--- src/rtl/flash_poll_pkg.sv ---
package flash_poll_pkg;

  localparam int BYTE_W    = 8;
  localparam int BIT_DONE  = 7;  // completion / inverted-datum bit
  localparam int BIT_LIMIT = 5;  // time-limit-exceeded bit

  typedef enum logic [1:0] {
    ST_IDLE  = 2'd0,
    ST_ISSUE = 2'd1,
    ST_WAIT  = 2'd2,
    ST_DONE  = 2'd3
  } state_e;

  typedef enum logic [1:0] {
    PH_POLL    = 2'd0,
    PH_RECHECK = 2'd1,
    PH_VERIFY  = 2'd2
  } phase_e;

endpackage

--- src/rtl/fpc_rst_sync.sv ---
module fpc_rst_sync #(
  parameter int STAGES = 2
) (
  input  logic clk_i,
  input  logic rst_ni,
  output logic rst_no
);

  logic [STAGES-1:0] sync_q;

  always_ff @(posedge clk_i or negedge rst_ni) begin
    if (!rst_ni) begin
      sync_q <= '0;
    end else begin
      sync_q <= {sync_q[STAGES-2:0], 1'b1};
    end
  end

  assign rst_no = sync_q[STAGES-1];

endmodule

--- src/rtl/fpc_status_eval.sv ---
module fpc_status_eval
  import flash_poll_pkg::*;
(
  input  logic [BYTE_W-1:0] byte_i,
  input  logic              exp_bit_i,
  output logic              match_o,
  output logic              limit_o
);

  always_comb begin
    match_o = (byte_i[BIT_DONE] == exp_bit_i);
    limit_o = byte_i[BIT_LIMIT];
  end

endmodule

--- src/rtl/fpc_poll_counter.sv ---
module fpc_poll_counter #(
  parameter int MAX_POLLS = 4096
) (
  input  logic clk_i,
  input  logic rst_ni,
  input  logic clr_i,
  input  logic inc_i,
  output logic last_o
);

  localparam int CW = $clog2(MAX_POLLS) + 1;
  localparam logic [CW-1:0] LAST_VAL = CW'(MAX_POLLS - 1);

  logic [CW-1:0] cnt_q, cnt_d;
  logic          cnt_en;

  always_comb begin
    cnt_en = clr_i | inc_i;
    cnt_d  = clr_i ? '0 : cnt_q + 1'b1;
  end

  always_ff @(posedge clk_i or negedge rst_ni) begin
    if (!rst_ni) begin
      cnt_q <= '0;
    end else if (cnt_en) begin
      cnt_q <= cnt_d;
    end
  end

  assign last_o = (cnt_q == LAST_VAL);

endmodule

--- src/rtl/fpc_fsm.sv ---
module fpc_fsm
  import flash_poll_pkg::*;
(
  input  logic clk_i,
  input  logic rst_ni,
  input  logic start_i,
  input  logic rd_valid_i,
  input  logic match_i,
  input  logic limit_i,
  input  logic last_poll_i,
  output logic accept_o,
  output logic issue_o,
  output logic capture_o,
  output logic cnt_clr_o,
  output logic cnt_inc_o,
  output logic result_we_o,
  output logic result_pass_o,
  output logic done_o,
  output logic busy_o
);

  state_e state_q, state_d;
  phase_e phase_q, phase_d;

  always_comb begin
    state_d       = state_q;
    phase_d       = phase_q;
    accept_o      = 1'b0;
    capture_o     = 1'b0;
    cnt_clr_o     = 1'b0;
    cnt_inc_o     = 1'b0;
    result_we_o   = 1'b0;
    result_pass_o = 1'b0;
    unique case (state_q)
      ST_IDLE: begin
        if (start_i) begin
          accept_o  = 1'b1;
          cnt_clr_o = 1'b1;
          phase_d   = PH_POLL;
          state_d   = ST_ISSUE;
        end
      end
      ST_ISSUE: state_d = ST_WAIT;
      ST_WAIT: begin
        if (rd_valid_i) begin
          capture_o = 1'b1;
          unique case (phase_q)
            PH_POLL: begin
              cnt_inc_o = 1'b1;
              if (match_i) begin
                phase_d = PH_VERIFY;
                state_d = ST_ISSUE;
              end else if (limit_i) begin
                phase_d = PH_RECHECK;
                state_d = ST_ISSUE;
              end else if (last_poll_i) begin
                result_we_o = 1'b1;
                state_d     = ST_DONE;
              end else begin
                state_d = ST_ISSUE;
              end
            end
            PH_RECHECK: begin
              if (match_i) begin
                phase_d = PH_VERIFY;
                state_d = ST_ISSUE;
              end else begin
                result_we_o = 1'b1;
                state_d     = ST_DONE;
              end
            end
            default: begin
              result_we_o   = 1'b1;
              result_pass_o = 1'b1;
              state_d       = ST_DONE;
            end
          endcase
        end
      end
      default: state_d = ST_IDLE;
    endcase
  end

  always_ff @(posedge clk_i or negedge rst_ni) begin
    if (!rst_ni) begin
      state_q <= ST_IDLE;
      phase_q <= PH_POLL;
    end else begin
      state_q <= state_d;
      phase_q <= phase_d;
    end
  end

  assign issue_o = (state_q == ST_ISSUE);
  assign done_o  = (state_q == ST_DONE);
  assign busy_o  = (state_q != ST_IDLE);

endmodule

--- src/rtl/flash_poll_ctrl.sv ---
module flash_poll_ctrl
  import flash_poll_pkg::*;
#(
  parameter int ADDR_W    = 21,
  parameter int MAX_POLLS = 4096
) (
  input  logic              clk_i,
  input  logic              rst_ni,
  input  logic              start_i,
  input  logic              erase_i,
  input  logic [ADDR_W-1:0] addr_i,
  input  logic [BYTE_W-1:0] expect_i,
  output logic              rd_req_o,
  output logic [ADDR_W-1:0] rd_addr_o,
  input  logic              rd_valid_i,
  input  logic [BYTE_W-1:0] rd_data_i,
  output logic              done_o,
  output logic              pass_o,
  output logic [BYTE_W-1:0] data_o
);

  logic              rst_n;
  logic              accept, capture, cnt_clr, cnt_inc;
  logic              result_we, result_pass, last_poll;
  logic              match, limit, busy;
  logic [ADDR_W-1:0] addr_q;
  logic              exp_bit_q;
  logic              pass_q;
  logic [BYTE_W-1:0] data_q;

  fpc_rst_sync #(.STAGES(2)) u_rst (
    .clk_i  (clk_i),
    .rst_ni (rst_ni),
    .rst_no (rst_n)
  );

  fpc_status_eval u_eval (
    .byte_i    (rd_data_i),
    .exp_bit_i (exp_bit_q),
    .match_o   (match),
    .limit_o   (limit)
  );

  fpc_poll_counter #(.MAX_POLLS(MAX_POLLS)) u_cnt (
    .clk_i  (clk_i),
    .rst_ni (rst_n),
    .clr_i  (cnt_clr),
    .inc_i  (cnt_inc),
    .last_o (last_poll)
  );

  fpc_fsm u_fsm (
    .clk_i         (clk_i),
    .rst_ni        (rst_n),
    .start_i       (start_i),
    .rd_valid_i    (rd_valid_i),
    .match_i       (match),
    .limit_i       (limit),
    .last_poll_i   (last_poll),
    .accept_o      (accept),
    .issue_o       (rd_req_o),
    .capture_o     (capture),
    .cnt_clr_o     (cnt_clr),
    .cnt_inc_o     (cnt_inc),
    .result_we_o   (result_we),
    .result_pass_o (result_pass),
    .done_o        (done_o),
    .busy_o        (busy)
  );

  // Request context, loaded only when a start is accepted.
  always_ff @(posedge clk_i or negedge rst_n) begin
    if (!rst_n) begin
      addr_q    <= '0;
      exp_bit_q <= 1'b0;
    end else if (accept) begin
      addr_q    <= addr_i;
      exp_bit_q <= erase_i | expect_i[BIT_DONE];
    end
  end

  // Result flag: cleared on accept, written when the sequence ends.
  always_ff @(posedge clk_i or negedge rst_n) begin
    if (!rst_n) begin
      pass_q <= 1'b0;
    end else if (accept | result_we) begin
      pass_q <= result_we & result_pass;
    end
  end

  // Last byte returned by the read port.
  always_ff @(posedge clk_i or negedge rst_n) begin
    if (!rst_n) begin
      data_q <= '0;
    end else if (capture) begin
      data_q <= rd_data_i;
    end
  end

  assign rd_addr_o = addr_q;
  assign pass_o    = pass_q;
  assign data_o    = data_q;

endmodule

--- config.mk ---
export PLATFORM = sky130hd
export DESIGN_NAME = flash_poll_ctrl
export DESIGN_NICKNAME = d
export VERILOG_FILES = /design/src/rtl/flash_poll_pkg.sv /design/src/rtl/fpc_rst_sync.sv /design/src/rtl/fpc_status_eval.sv /design/src/rtl/fpc_poll_counter.sv /design/src/rtl/fpc_fsm.sv /design/src/rtl/flash_poll_ctrl.sv
export SDC_FILE = /design/constraint.sdc
export NUM_CORES = 1
export LEC_CHECK = 0
export CAP_MARGIN = 20
export CORE_MARGIN = 2
export CORE_UTILIZATION = 25
export CTS_CLUSTER_SIZE = 20
export DETAILED_ROUTE_END_ITERATION = 16
export DONT_BUFFER_PORTS = 1
export GPL_TIMING_DRIVEN = 0
export HOLD_SLACK_MARGIN = 0.06
export SLEW_MARGIN = 20
export SYNTH_ARGS = -nofsm -noshare
export SYNTH_HDL_FRONTEND = slang
export SYNTH_SLANG_ARGS = --single-unit
--- constraint.sdc ---
create_clock -name clk_i -period 1.5 [get_ports clk_i]
set_input_delay 0.15 -clock clk_i [delete_from_list [all_inputs] [get_ports clk_i]]
set_output_delay 0.15 -clock clk_i [all_outputs]
set_load 0.05 [all_outputs]
# Word-level counts from Yosys, hierarchy flattened
# Cells that the tools add are included.
op_classes:
  addsub: 1
  eq_ne: 11
  n_mux: 33
  bitwise_logic: 4
  reduce_logical: 6
op_table:
  columns: ["operator", "count"]
  rows:
  - ["$mux W2", 11]
  - ["$mux W1", 16]
  - ["$add A13 B1 Y13 const B", 1]
  - ["$eq A13 B12 Y1 const B", 1]
  - ["$mux W13", 1]
  - ["$pmux W2 S2", 3]
  - ["$pmux W2 S3", 1]
  - ["$reduce_and A6 Y1", 1]
  - ["$eq A2 B1 Y1 const B", 2]
  - ["$eq A2 B2 Y1 const B", 2]
  - ["$logic_not A2 Y1", 2]
  - ["$ne A2 B2 Y1 const B", 2]
  - ["$ne A4 B4 Y1 const B", 1]
  - ["$ne A3 B2 Y1 const B", 1]
  - ["$ne A3 B3 Y1 const B", 1]
  - ["$or A1 B1 Y1", 3]
  - ["$pmux W1 S2", 1]
  - ["$reduce_and A2 Y1", 1]
  - ["$reduce_bool A2 Y1", 1]
  - ["$reduce_or A2 Y1", 1]
  - ["$and A1 B1 Y1", 1]
  - ["$eq A1 B1 Y1", 1]
word_totals:
  reg_bits: 50
  out_inout_bits: 32
  elab_cells: 63

# Depth between registers and ports, before layout
# Gate-level depths: netlist of the first run.
depth:
  word_depth: 8
  mapped_depth: 6
  mapped_depth_nobuf: 5

# Modules after synthesis
# A second synthesis of the first run with hierarchy kept.
unflattened:
  cells_unflattened: 173
  area_unflattened_um2: 2282.2
by_module_without_submodules:
  columns: ["module", "instances", "cells_per_inst", "area_per_inst_um2"]
  rows:
  - ["flash_poll_ctrl", 1, 69, 1242.4]
  - ["fpc_poll_counter", 1, 66, 690.7]
  - ["fpc_fsm", 1, 33, 279.0]
  - ["fpc_rst_sync", 1, 3, 53.8]
  - ["fpc_status_eval", 1, 2, 16.3]

# Worst setup path before layout of the first run
# No wires, ideal clock.
synth_path:
  path_kind: "flip-flop to flip-flop"
  startpoint: "register u_fsm.state_q[0]"
  endpoint: "register u_fsm.state_q[1]"
  setup_time_ps: 86
  t_arrival_ps: 1584
  setup_slack_ps: -170
  path_stages_with_launch: 6
  n_path_buf: 1
  period_less_slack_ps: 1670
  cell_sequence: "dfrtp_1 -> buf_2 -> inv_2 -> nor2_1 -> nor4_1 -> nor3_1"
synth_via:
  word_cells_on_any_way: 7
  cone_classes: "4 x eq/ne; 1 x mux; 2 x reduce/logical"
synth_rtl:
  columns: ["element", "line_no", "source"]
  rows:
  - ["start: declaration", "fpc_fsm.sv:22", "state_e state_q, state_d;"]
  - ["start signal: assignment", "fpc_fsm.sv:89", "state_q <= state_d;"]
  - ["$eq A2 B1 Y1", null, null]
  - ["via rd_req_o", "flash_poll_ctrl.sv:13", "output logic rd_req_o,"]
  - ["$pmux W2 S3", "fpc_fsm.sv:34", "unique case (state_q)"]
# The timed path passes the listed nets, and every way through them passes these cells.
# A chain may end at the register's enable or synchronous reset.

# Final worst setup path of the first run
layout_path:
  startpoint: "register u_fsm.state_q[1]"
  endpoint: "register u_cnt.cnt_q[11]"
layout_via:
  elab_chain_len: 3
  word_cells_on_any_way: 6
  cone_classes: "1 x eq/ne; 3 x mux; 1 x bitwise; 1 x reduce/logical"
layout_rtl:
  columns: ["element", "line_no", "source"]
  rows:
  - ["$eq A2 B2 Y1 / $logic_not A2 Y1 (equally long branches)", "fpc_fsm.sv:34", null]
  - ["$mux W1", "fpc_fsm.sv:34", null]
  - ["$or A1 B1 Y1 / $mux W13 (equally long branches)", "fpc_poll_counter.sv:18, fpc_poll_counter.sv:19", null]
  - ["end signal: assignment", "fpc_poll_counter.sv:26", "cnt_q <= cnt_d;"]
  - ["end: declaration", "fpc_poll_counter.sv:14", "logic [CW-1:0] cnt_q, cnt_d;"]
# Parallel ways exist; a longest one is shown, timed or not.

==> reports/metrics.yaml, run 1 <==
status:
  outcome: "finished, violations left"
  violations: "setup timing"
sta:
  worst_pin_slew_ns: 0.640
  rsz0062_at_grt: "true"
  relSlewSlack: 0.573
  fin_skew_ns: 0.00551
  setup_tns_ns: -1.07
  period_share: 1.10
  slew_violations: 0
  setup_viol: 28
  fin_crit_ns: 1.65
  finalWorstSetupSlack_ns: -0.151
  fmax_mhz: 606
  hold_violations: 0
placed_design:
  gp_congestion: 0.809
  placed_cells: 339
  hpwl_um: 3510
  port_buffers: 0
  dp_slack_ns: -0.509
critical_path:
  critPathKind: "flop to flop"
  crit_path_start_kind: "flop"
  rrSetupSlack_ns: -0.15
  rr_startpoint: "u_fsm.state_q[1]$_DFFE_PN0P_"
  path_max_fanout: 4
  arrival_ns: 1.88
  cp_data_required_time_ns: 1.73
  cp-end-kind: "flop"
  reg2reg_to: "u_cnt.cnt_q[11]$_DFFE_PN0P_"
  reg2regPathDepth: 5
route:
  antenna_left: 0
  via_count: 1923
  vias_per_cell: 4.70
  dr.pass1.iters: 4
  drt_iter0_drc: 80
  wl_um: 6190
  routedWlPerCell_um: 15.1
  route.detailed.drc: 0
clocking:
  clk_path_buf_depth: 2
  cts-root-buf: "clkbuf_8"
  clk_latency_ns: 0.30
  h-tree-depth: 2
  clkTransAtPathRegs_ns: 0.09
  cts_sinks: 50
  cts_buffers: 5
  cts_tree: "built"
power:
  p_per_area_nw_per_um2: 2020
  p_leak_nw: 1.55
  vdd_drop_max_mv: 1.08
floorplan:
  dieArea_um2: 9620
  row_count: 34
  coreArea_um2: 8640
  die_h_um: 98.1
  initial_core_util: 0.256
  io_pins: 74
  die_w_um: 98.1
grt:
  grt_usage: 0.124
  antenna_found_initial: 0
  grt_pass1_vias: 2048
  grt_pass1_wl_um: 9790
  grt_max_degree: 28
  grt-ovfl-total: 0
synth:
  ys_async_sr_fraction: 1.00
  ys_ff_latch: 50
  ys_seq_area_frac: 0.566
  synth_nets: 273
  synth_edf_count: 0
  syn_area_um2: 2210
  synth_ff_type: "dfrtp_1"
  ys_types: 42
  avgSynthCellArea_um2: 9.62
  yosys_warnings: 0
  syn_inst: 230
finish:
  num_antenna_cells: 0
  final_cell_mix: "nand2_1 (47), dfrtp_1 (47), dlygate4sd3_1 (33), nand2_2 (25), buf_4 (19)"
  fin_nets: 343
  drive_above_1_share: 0.355
  area_delta_synth_final_pct: 58.8
  final_cells: 409
job:
  drv_cap: 0
min_path:
  whs_endpoint: "u_fsm.phase_q[0]$_DFFE_PN0P_"
  hp-start: "rd_data_i[7]"
  hold_class: "primary input to flop"
  holdPathStages: 3
[routing by layer]
layer	wire length, µm	share of wire	global-route usage	up-vias
li1	-	-	-	909
met1	2450	0.39	0.144	957
met2	3420	0.55	0.223	53
met3	285	0.046	0.0329	4
met4	40	0.0065	0.0417	0
met5	0	0	0	-
[worst max-delay path, cell delays in order (launching register included)]
cell,delay [ns]
dfrtp_1,0.42
buf_8,0.13
nand2b_4,0.14
a2111o_1,0.45
or3_1,0.31
a21oi_1,0.13
[registers in the layout, summed over array words and instances, names as in the netlist]
register / flops
data_o: 8
exp_bit_q: 1
pass_o: 1
rd_addr_o: 21
u_cnt.cnt_q: 13
u_fsm.phase_q: 2
u_fsm.state_q: 2
u_rst.sync_q: 2
[what timing repair did]
action,in CTS,in global routing
gates resized for setup,43,70
hold endpoints to repair,33,0
setup buffers,20,7
hold buffers,33,0
cloned,0,2
pin swaps,14,37
endpoints found under the setup margin,45,45
[worst max path at each step]
| stage | startpoint | end | slack [ns] |
|---|---|---|---|
| after global routing | u_fsm.phase_q[1]$_DFFE_PN0P_ | u_cnt.cnt_q[11]$_DFFE_PN0P_ | -0.21 |
| after CTS | u_fsm.phase_q[1]$_DFFE_PN0P_ | u_cnt.cnt_q[11]$_DFFE_PN0P_ | -0.17 |
| final | u_fsm.state_q[1]$_DFFE_PN0P_ | u_cnt.cnt_q[11]$_DFFE_PN0P_ | -0.15 |
| after detailed placement | u_fsm.state_q[1]$_DFFE_PN0P_ | u_cnt.cnt_q[2]$_DFFE_PN0P_ | -0.51 |
| after floorplan | u_fsm.phase_q[0]$_DFFE_PN0P_ | u_cnt.cnt_q[11]$_DFFE_PN0P_ | -0.09 |
| after global placement | u_rst.sync_q[1]$_DFF_PN0_ | rd_addr_o[0]$_DFFE_PN0P_ | -0.57 |
[stage by stage]
stage          hold slack [ns]  power, W   util  cell area [µm²]
2_1_floorplan           -0.146   0.00456      -             2230
3_3_place_gp            -0.145   0.00487  0.274             2370
3_5_place_dp            -0.145   0.00494  0.277             2390
4_1_cts                 0.0617   0.00644  0.369             3190
5_1_grt                 0.0754   0.00746  0.407             3510
6_report                0.0636   0.00708  0.407             3510
[final cells by class]
type / count / area [µm²]
repair buffers: 63 / 648
inverters: 3 / 11.3
fillers: 803 / 5120
multi-input cells: 166 / 1190
clock buffers: 7 / 86.3
plain buffers: 11 / 156
flip-flops and latches: 50 / 1250
well taps: 108 / 135
clock inverters: 1 / 30.0
[synthesized netlist by cell type, drive strengths merged (2+ instances only)]
library cell | count | area share
buf | 5 | 0.011
and2 | 2 | 0.0057
nand2 | 81 | 0.14
a41o | 2 | 0.0091
a31oi | 2 | 0.0057
nand4b | 2 | 0.0079
inv | 3 | 0.0051
or3 | 2 | 0.0057
dfrtp | 50 | 0.57
nor2 | 11 | 0.019
a21oi | 4 | 0.0091
nor4 | 2 | 0.0057
clkbuf | 6 | 0.010
o21ai | 9 | 0.020
or2 | 2 | 0.0057
mux2 | 8 | 0.041
a211oi | 3 | 0.012
xnor2 | 6 | 0.024
nand3 | 6 | 0.014
nor3 | 2 | 0.0045
a2111oi | 3 | 0.015
nand4 | 4 | 0.011
[logic make-up (layout without fill, tap and decap cells)]
kind of cell / after synthesis / count (layout) / synth area share
multiplexers: 9 / 9 / 0.0452
buffers and inverters: 14 / 85 / 0.0266
flip-flops: 50 / 50 / 0.566
XOR/XNOR: 7 / 7 / 0.0277
other: 1 / 1 / 0.00170
AO/OA/AOI/OAI: 28 / 28 / 0.0899
adder cells (fa/ha/maj): 1 / 1 / 0.00566
AND/OR/NAND/NOR: 120 / 120 / 0.238
[where the power goes]
part	internal [W]	switching [W]	total [W]
combinational	0.00123	0.00119	0.00241
sequential	0.00180	0.00187	0.00368
clock	0.000544	0.000452	0.000996
total	0.00358	0.00351	0.00708
Power figures use the tool's default switching activity.
==> inputs of run 2 (changes only) <==
--- a/config.mk
+++ b/config.mk
@@ -13,6 +13,7 @@
 export DONT_BUFFER_PORTS = 1
 export GPL_TIMING_DRIVEN = 0
 export HOLD_SLACK_MARGIN = 0.06
+export PLACE_DENSITY = 0.51
 export SLEW_MARGIN = 20
 export SYNTH_ARGS = -nofsm -noshare
 export SYNTH_HDL_FRONTEND = slang
==> reports/metrics.yaml, run 2 (synthesis results as in run 1) <==
route:
  route.detailed.drc: 0
  drt_iter0_drc: 71
  vias_per_cell: 4.64
  dr.pass1.iters: 4
  antenna_left: 0
  routedWlPerCell_um: 14.9
  via_count: 1871
  wl_um: 6000
min_path:
  hp-start: "rd_data_i[7]"
  holdPathStages: 3
  whs_endpoint: "u_fsm.phase_q[1]$_DFFE_PN0P_"
  hold_class: "primary input to flop"
grt:
  antenna_found_initial: 0
  grt-ovfl-total: 0
  grt_pass1_vias: 1910
  grt_max_degree: 30
  grt_pass1_wl_um: 9310
  grt_usage: 0.117
finish:
  fin_nets: 337
  drive_above_1_share: 0.329
  area_delta_synth_final_pct: 55.3
  design_area_um2: 3430
  n_fill_cell: 812
  largest_reg_flops: 21
  num_antenna_cells: 0
  final_core_util: 0.398
  layout_commonest_cell: "nand2_1"
  final_cell_mix: "nand2_1 (53), dfrtp_1 (49), dlygate4sd3_1 (33), nand2_2 (23), buf_4 (12)"
critical_path:
  arrival_ns: 1.92
  critPathKind: "flop to flop"
  slowest_stage: "dfrtp_1"
  cp_data_required_time_ns: 1.73
  reg2regPathDepth: 5
  timing.critical_path.buf_inv: 1
  crit_path_max_incr_delay_ns: 0.42
  critical_path.top_delay_family: "simple AND/OR/NAND/NOR gates"
  rrSetupSlack_ns: -0.18
  critical_path.cell_chain: "nand4bb_1 > buf_6 > a2111o_1 > or3_1 > a21oi_2"
  crit_path_start_kind: "flop"
  cp-end-kind: "flop"
  path_max_fanout: 4
  reg2reg_to: "u_cnt.cnt_q[11]$_DFFE_PN0P_"
  rr_startpoint: "u_fsm.phase_q[1]$_DFFE_PN0P_"
clocking:
  cts_tree: "built"
  cts_buffers: 5
  cts_sinks: 50
  h-tree-depth: 2
  clk_latency_ns: 0.31
  clkTransAtPathRegs_ns: 0.10
  cts-root-buf: "clkbuf_8"
  clk_path_buf_depth: 2
floorplan:
  dieArea_um2: 9620
  coreArea_um2: 8640
  row_count: 34
  io_pins: 74
  initial_core_util: 0.256
  die_w_um: 98.1
  die_h_um: 98.1
placed_design:
  gp_congestion: 0.819
  dpl_cell_area_um2: 2390
  hpwl_um: 3660
  port_buffers: 0
sta:
  fin_skew_ns: 0.00966
  relSlewSlack: 0.541
  slew_violations: 0
  fin_crit_ns: 1.68
  period_share: 1.12
  setup_viol: 24
  finalWorstSetupSlack_ns: -0.182
  fmax_mhz: 595
  worst_pin_slew_ns: 0.688
  hold_violations: 0
  setup_tns_ns: -1.42
  rsz0062_at_grt: "true"
power:
  p_leak_nw: 1.51
  vdd_drop_max_mv: 1.04
  p_per_area_nw_per_um2: 2020
job:
  drv_cap: 0
status:
  outcome: "finished, violations left"
  violations: "setup timing"
[run 2: metal layers]
layer / global-route usage / share of wire / up-vias
met5: 0 / 0 / -
met1: 0.147 / 0.43 / 914
met2: 0.199 / 0.51 / 53
met4: 0.0267 / 0.0070 / 0
met3: 0.0329 / 0.057 / 8
li1: - / - / 896
[run 2: how the worst max path moves through the flow]
stage | start | end | slack (ns) | cells after the start
global route | u_fsm.phase_q[1]$_DFFE_PN0P_ | u_cnt.cnt_q[6]$_DFFE_PN0P_ | -0.23 | 6
global placement | u_rst.sync_q[1]$_DFF_PN0_ | rd_addr_o[1]$_DFFE_PN0P_ | -0.63 | 0
CTS | u_fsm.phase_q[1]$_DFFE_PN0P_ | u_cnt.cnt_q[11]$_DFFE_PN0P_ | -0.21 | 5
detailed placement | u_fsm.state_q[1]$_DFFE_PN0P_ | u_cnt.cnt_q[2]$_DFFE_PN0P_ | -0.49 | 6
floorplan | u_fsm.phase_q[0]$_DFFE_PN0P_ | u_cnt.cnt_q[11]$_DFFE_PN0P_ | -0.09 | 5
finish | u_fsm.phase_q[1]$_DFFE_PN0P_ | u_cnt.cnt_q[11]$_DFFE_PN0P_ | -0.18 | 5
[run 2: worst register-to-register path, cell delays in order (launching register included)]
cell and delay, ns:
dfrtp_1 0.42, nand4bb_1 0.21, buf_6 0.14, a2111o_1 0.39, or3_1 0.33, a21oi_2 0.13
[run 2: cell type report]
class                   instances  area (µm²)  area share
plain buffers                  11         140      0.0408
clock buffers                   5        68.8      0.0200
clock inverters                 3        47.5      0.0138
inverters                       3        11.3     0.00328
multi-input cells             166        1160       0.337
flip-flops and latches         50        1250       0.365
well taps                     108         135      0.0393
repair buffers                 57         621       0.181
[run 2: power by group]
part | total, W | switching [W] | internal, W | leakage, nW
clock network | 0.00100 | 0.000490 | 0.000510 | 0.0591
logic | 0.00226 | 0.00113 | 0.00113 | 0.818
registers | 0.00367 | 0.00187 | 0.00180 | 0.632
total | 0.00692 | 0.00348 | 0.00344 | 1.51
[run 2: what timing repair did]
item,CTS,global route
buffers inserted,17,4
endpoints found under the hold margin,33,0
pin swaps,19,39
gates cloned,0,4
resized for setup,42,56
hold buffers,33,0
endpoints found under the setup margin,45,45
[run 2: per-stage QoR]
step / worst slack [ns] / hold slack [ns] / cells / total power, W
2_1_floorplan: -0.0941 / -0.146 / 230 / 0.00456
3_3_place_gp: -0.630 / -0.146 / 338 / 0.00489
3_5_place_dp: -0.489 / -0.146 / 339 / 0.00495
4_1_cts: -0.209 / 0.0601 / 397 / 0.00642
5_1_grt: -0.228 / 0.0719 / 403 / 0.00728
6_report: -0.182 / 0.0786 / 403 / 0.00692
==> inputs of run 3 (changes only) <==
--- a/config.mk
+++ b/config.mk
@@ -7,14 +7,16 @@
 export LEC_CHECK = 0
 export CAP_MARGIN = 20
 export CORE_MARGIN = 2
-export CORE_UTILIZATION = 25
+export CORE_UTILIZATION = 56
 export CTS_CLUSTER_SIZE = 20
 export DETAILED_ROUTE_END_ITERATION = 16
 export DONT_BUFFER_PORTS = 1
 export GPL_TIMING_DRIVEN = 0
 export HOLD_SLACK_MARGIN = 0.06
-export PLACE_DENSITY = 0.51
+export PLACE_DENSITY = 0.85
+export SETUP_SLACK_MARGIN = 0.4
 export SLEW_MARGIN = 20
 export SYNTH_ARGS = -nofsm -noshare
 export SYNTH_HDL_FRONTEND = slang
 export SYNTH_SLANG_ARGS = --single-unit
+export TNS_END_PERCENT = 10
==> reports/metrics.yaml, run 3 (synthesis results as in run 1) <==
floorplan:
  die_w_um: 66.9
  coreArea_um2: 3720
  initial_core_util: 0.595
  io_pins: 74
  row_count: 22
  dieArea_um2: 4470
  die_h_um: 66.9
grt:
  grt-ovfl-total: 0
  grt_max_degree: 34
  grt_pass1_vias: 2138
  grt_pass1_wl_um: 11300
  antenna_found_initial: 0
  grt_usage: 0.358
clocking:
  clkTransAtPathRegs_ns: 0.10
  cts-root-buf: "clkbuf_8"
  clk_latency_ns: 0.31
  cts_buffers: 5
  cts_tree: "built"
  h-tree-depth: 2
  clk_path_buf_depth: 2
  cts_sinks: 50
sta:
  rsz0062_at_grt: "true"
  finalWorstSetupSlack_ns: -0.462
  relSlewSlack: 0.640
  setup_viol: 40
  hold_slack_ns: 0.0736
  period_share: 1.31
  hold_violations: 0
  fin_skew_ns: 0.0138
  fmax_mhz: 510
  slew_violations: 0
  fin_crit_ns: 1.96
  worst_pin_slew_ns: 0.539
finish:
  layout_commonest_cell: "nand2_1"
  fin_nets: 334
  final_cells: 340
  n_fill_cell: 143
  largest_reg_flops: 21
  num_antenna_cells: 0
  final_cell_mix: "nand2_1 (55), dfrtp_1 (33), dlygate4sd3_1 (32), nand2_2 (26), dfrtp_2 (17)"
  drive_above_1_share: 0.349
  design_area_um2: 3230
  area_delta_synth_final_pct: 45.9
placed_design:
  hpwl_um: 3160
  dp_slack_ns: -0.456
  dpl_cell_area_um2: 2330
  port_buffers: 0
  placed_cells: 279
  gp_congestion: 0.816
status:
  outcome: "finished, violations left"
  violations: "setup timing"
route:
  routedWlPerCell_um: 25.6
  antenna_left: 0
  vias_per_cell: 6.87
  dr.pass1.iters: 5
  drt_iter0_drc: 338
  wl_um: 8690
  route.detailed.drc: 0
  via_count: 2337
critical_path:
  cp-startpoint: "u_fsm.phase_q[1]$_DFFE_PN0P_"
  crit_path_max_incr_delay_ns: 0.46
  reg2regPathDepth: 6
  critical_path.top_delay_family: "compound AO/OA/AOI/OAI gates"
  critical_path_depth: 6
  rr_startpoint: "u_fsm.phase_q[1]$_DFFE_PN0P_"
  critical_path.cell_chain: "nand4bb_4 > buf_6 > a2111o_1 > buf_4 > o21ai_0 > a21oi_1"
  crit_path_start_kind: "flop"
  timing.critical_path.buf_inv: 2
  slowest_stage: "dfrtp_1"
  arrival_ns: 2.15
  path_max_fanout: 8
  critPathKind: "flop to flop"
  cp-end-kind: "flop"
  cp_data_required_time_ns: 1.69
min_path:
  hold_class: "primary input to asynchronous set/reset pin"
power:
  p_leak_nw: 1.43
  vdd_drop_max_mv: 1.80
  p_per_area_nw_per_um2: 2210
job:
  drv_cap: 0
## run 3: routing by layer
layer / part of all wire / global-route usage / vias up
met4: 0.098 / 0.202 / 0
met1: 0.33 / 0.422 / 1099
li1: - / - / 892
met2: 0.47 / 0.588 / 243
met3: 0.10 / 0.101 / 103
met5: 0 / 0 / -
## run 3: report_power, final
| part | switching, W | internal (W) | total, W |
|---|---|---|---|
| combinational | 0.00132 | 0.00106 | 0.00238 |
| sequential | 0.00193 | 0.00185 | 0.00378 |
| clock | 0.000463 | 0.000498 | 0.000961 |
## run 3: worst register-to-register path: stages, from the launching register on
cell       delay [ns]
dfrtp_1          0.46
nand4bb_4        0.28
buf_6            0.17
a2111o_1         0.43
buf_4            0.17
o21ai_0          0.22
a21oi_1          0.10
## run 3: layout make-up
class	count	area [µm²]	area share
repair buffers	54	533	0.165
well taps	48	60.1	0.0186
flip-flops and latches	50	1270	0.394
inverters	3	11.3	0.00349
multi-input cells	166	1100	0.340
clock buffers	6	72.6	0.0225
clock inverters	2	37.5	0.0116
plain buffers	11	141	0.0438
## run 3: final timing paths
kind	endpoint	slack, ns
worst max-delay path	u_cnt.cnt_q[11]$_DFFE_PN0P_	-0.46
worst min-delay path	u_rst.sync_q[1]$_DFF_PN0_	0.07
worst max register to register	u_cnt.cnt_q[11]$_DFFE_PN0P_	-0.46
worst min register to register	u_fsm.phase_q[1]$_DFFE_PN0P_	0.19
max in group asynchronous	rd_addr_o[4]$_DFFE_PN0P_	0.78
min in group clk_i	u_fsm.phase_q[0]$_DFFE_PN0P_	0.11
## run 3: repair_timing
action,in CTS,in global routing
endpoints found under the setup margin,65,78
hold buffers,32,0
buffers inserted,8,11
gates cloned,1,1
endpoints found under the hold margin,32,0
pin swaps,19,18
resized for setup,41,51
## run 3: through the flow
step,setup TNS [ns],total power (W),util
finish,-5.24,0.00712,0.868
global route,-5.68,0.00730,0.868
CTS,-1.04,0.00629,0.801
detailed placement,-10.83,0.00494,0.627
global placement,-32.32,0.00486,0.621
floorplan,-0.198,0.00460,-
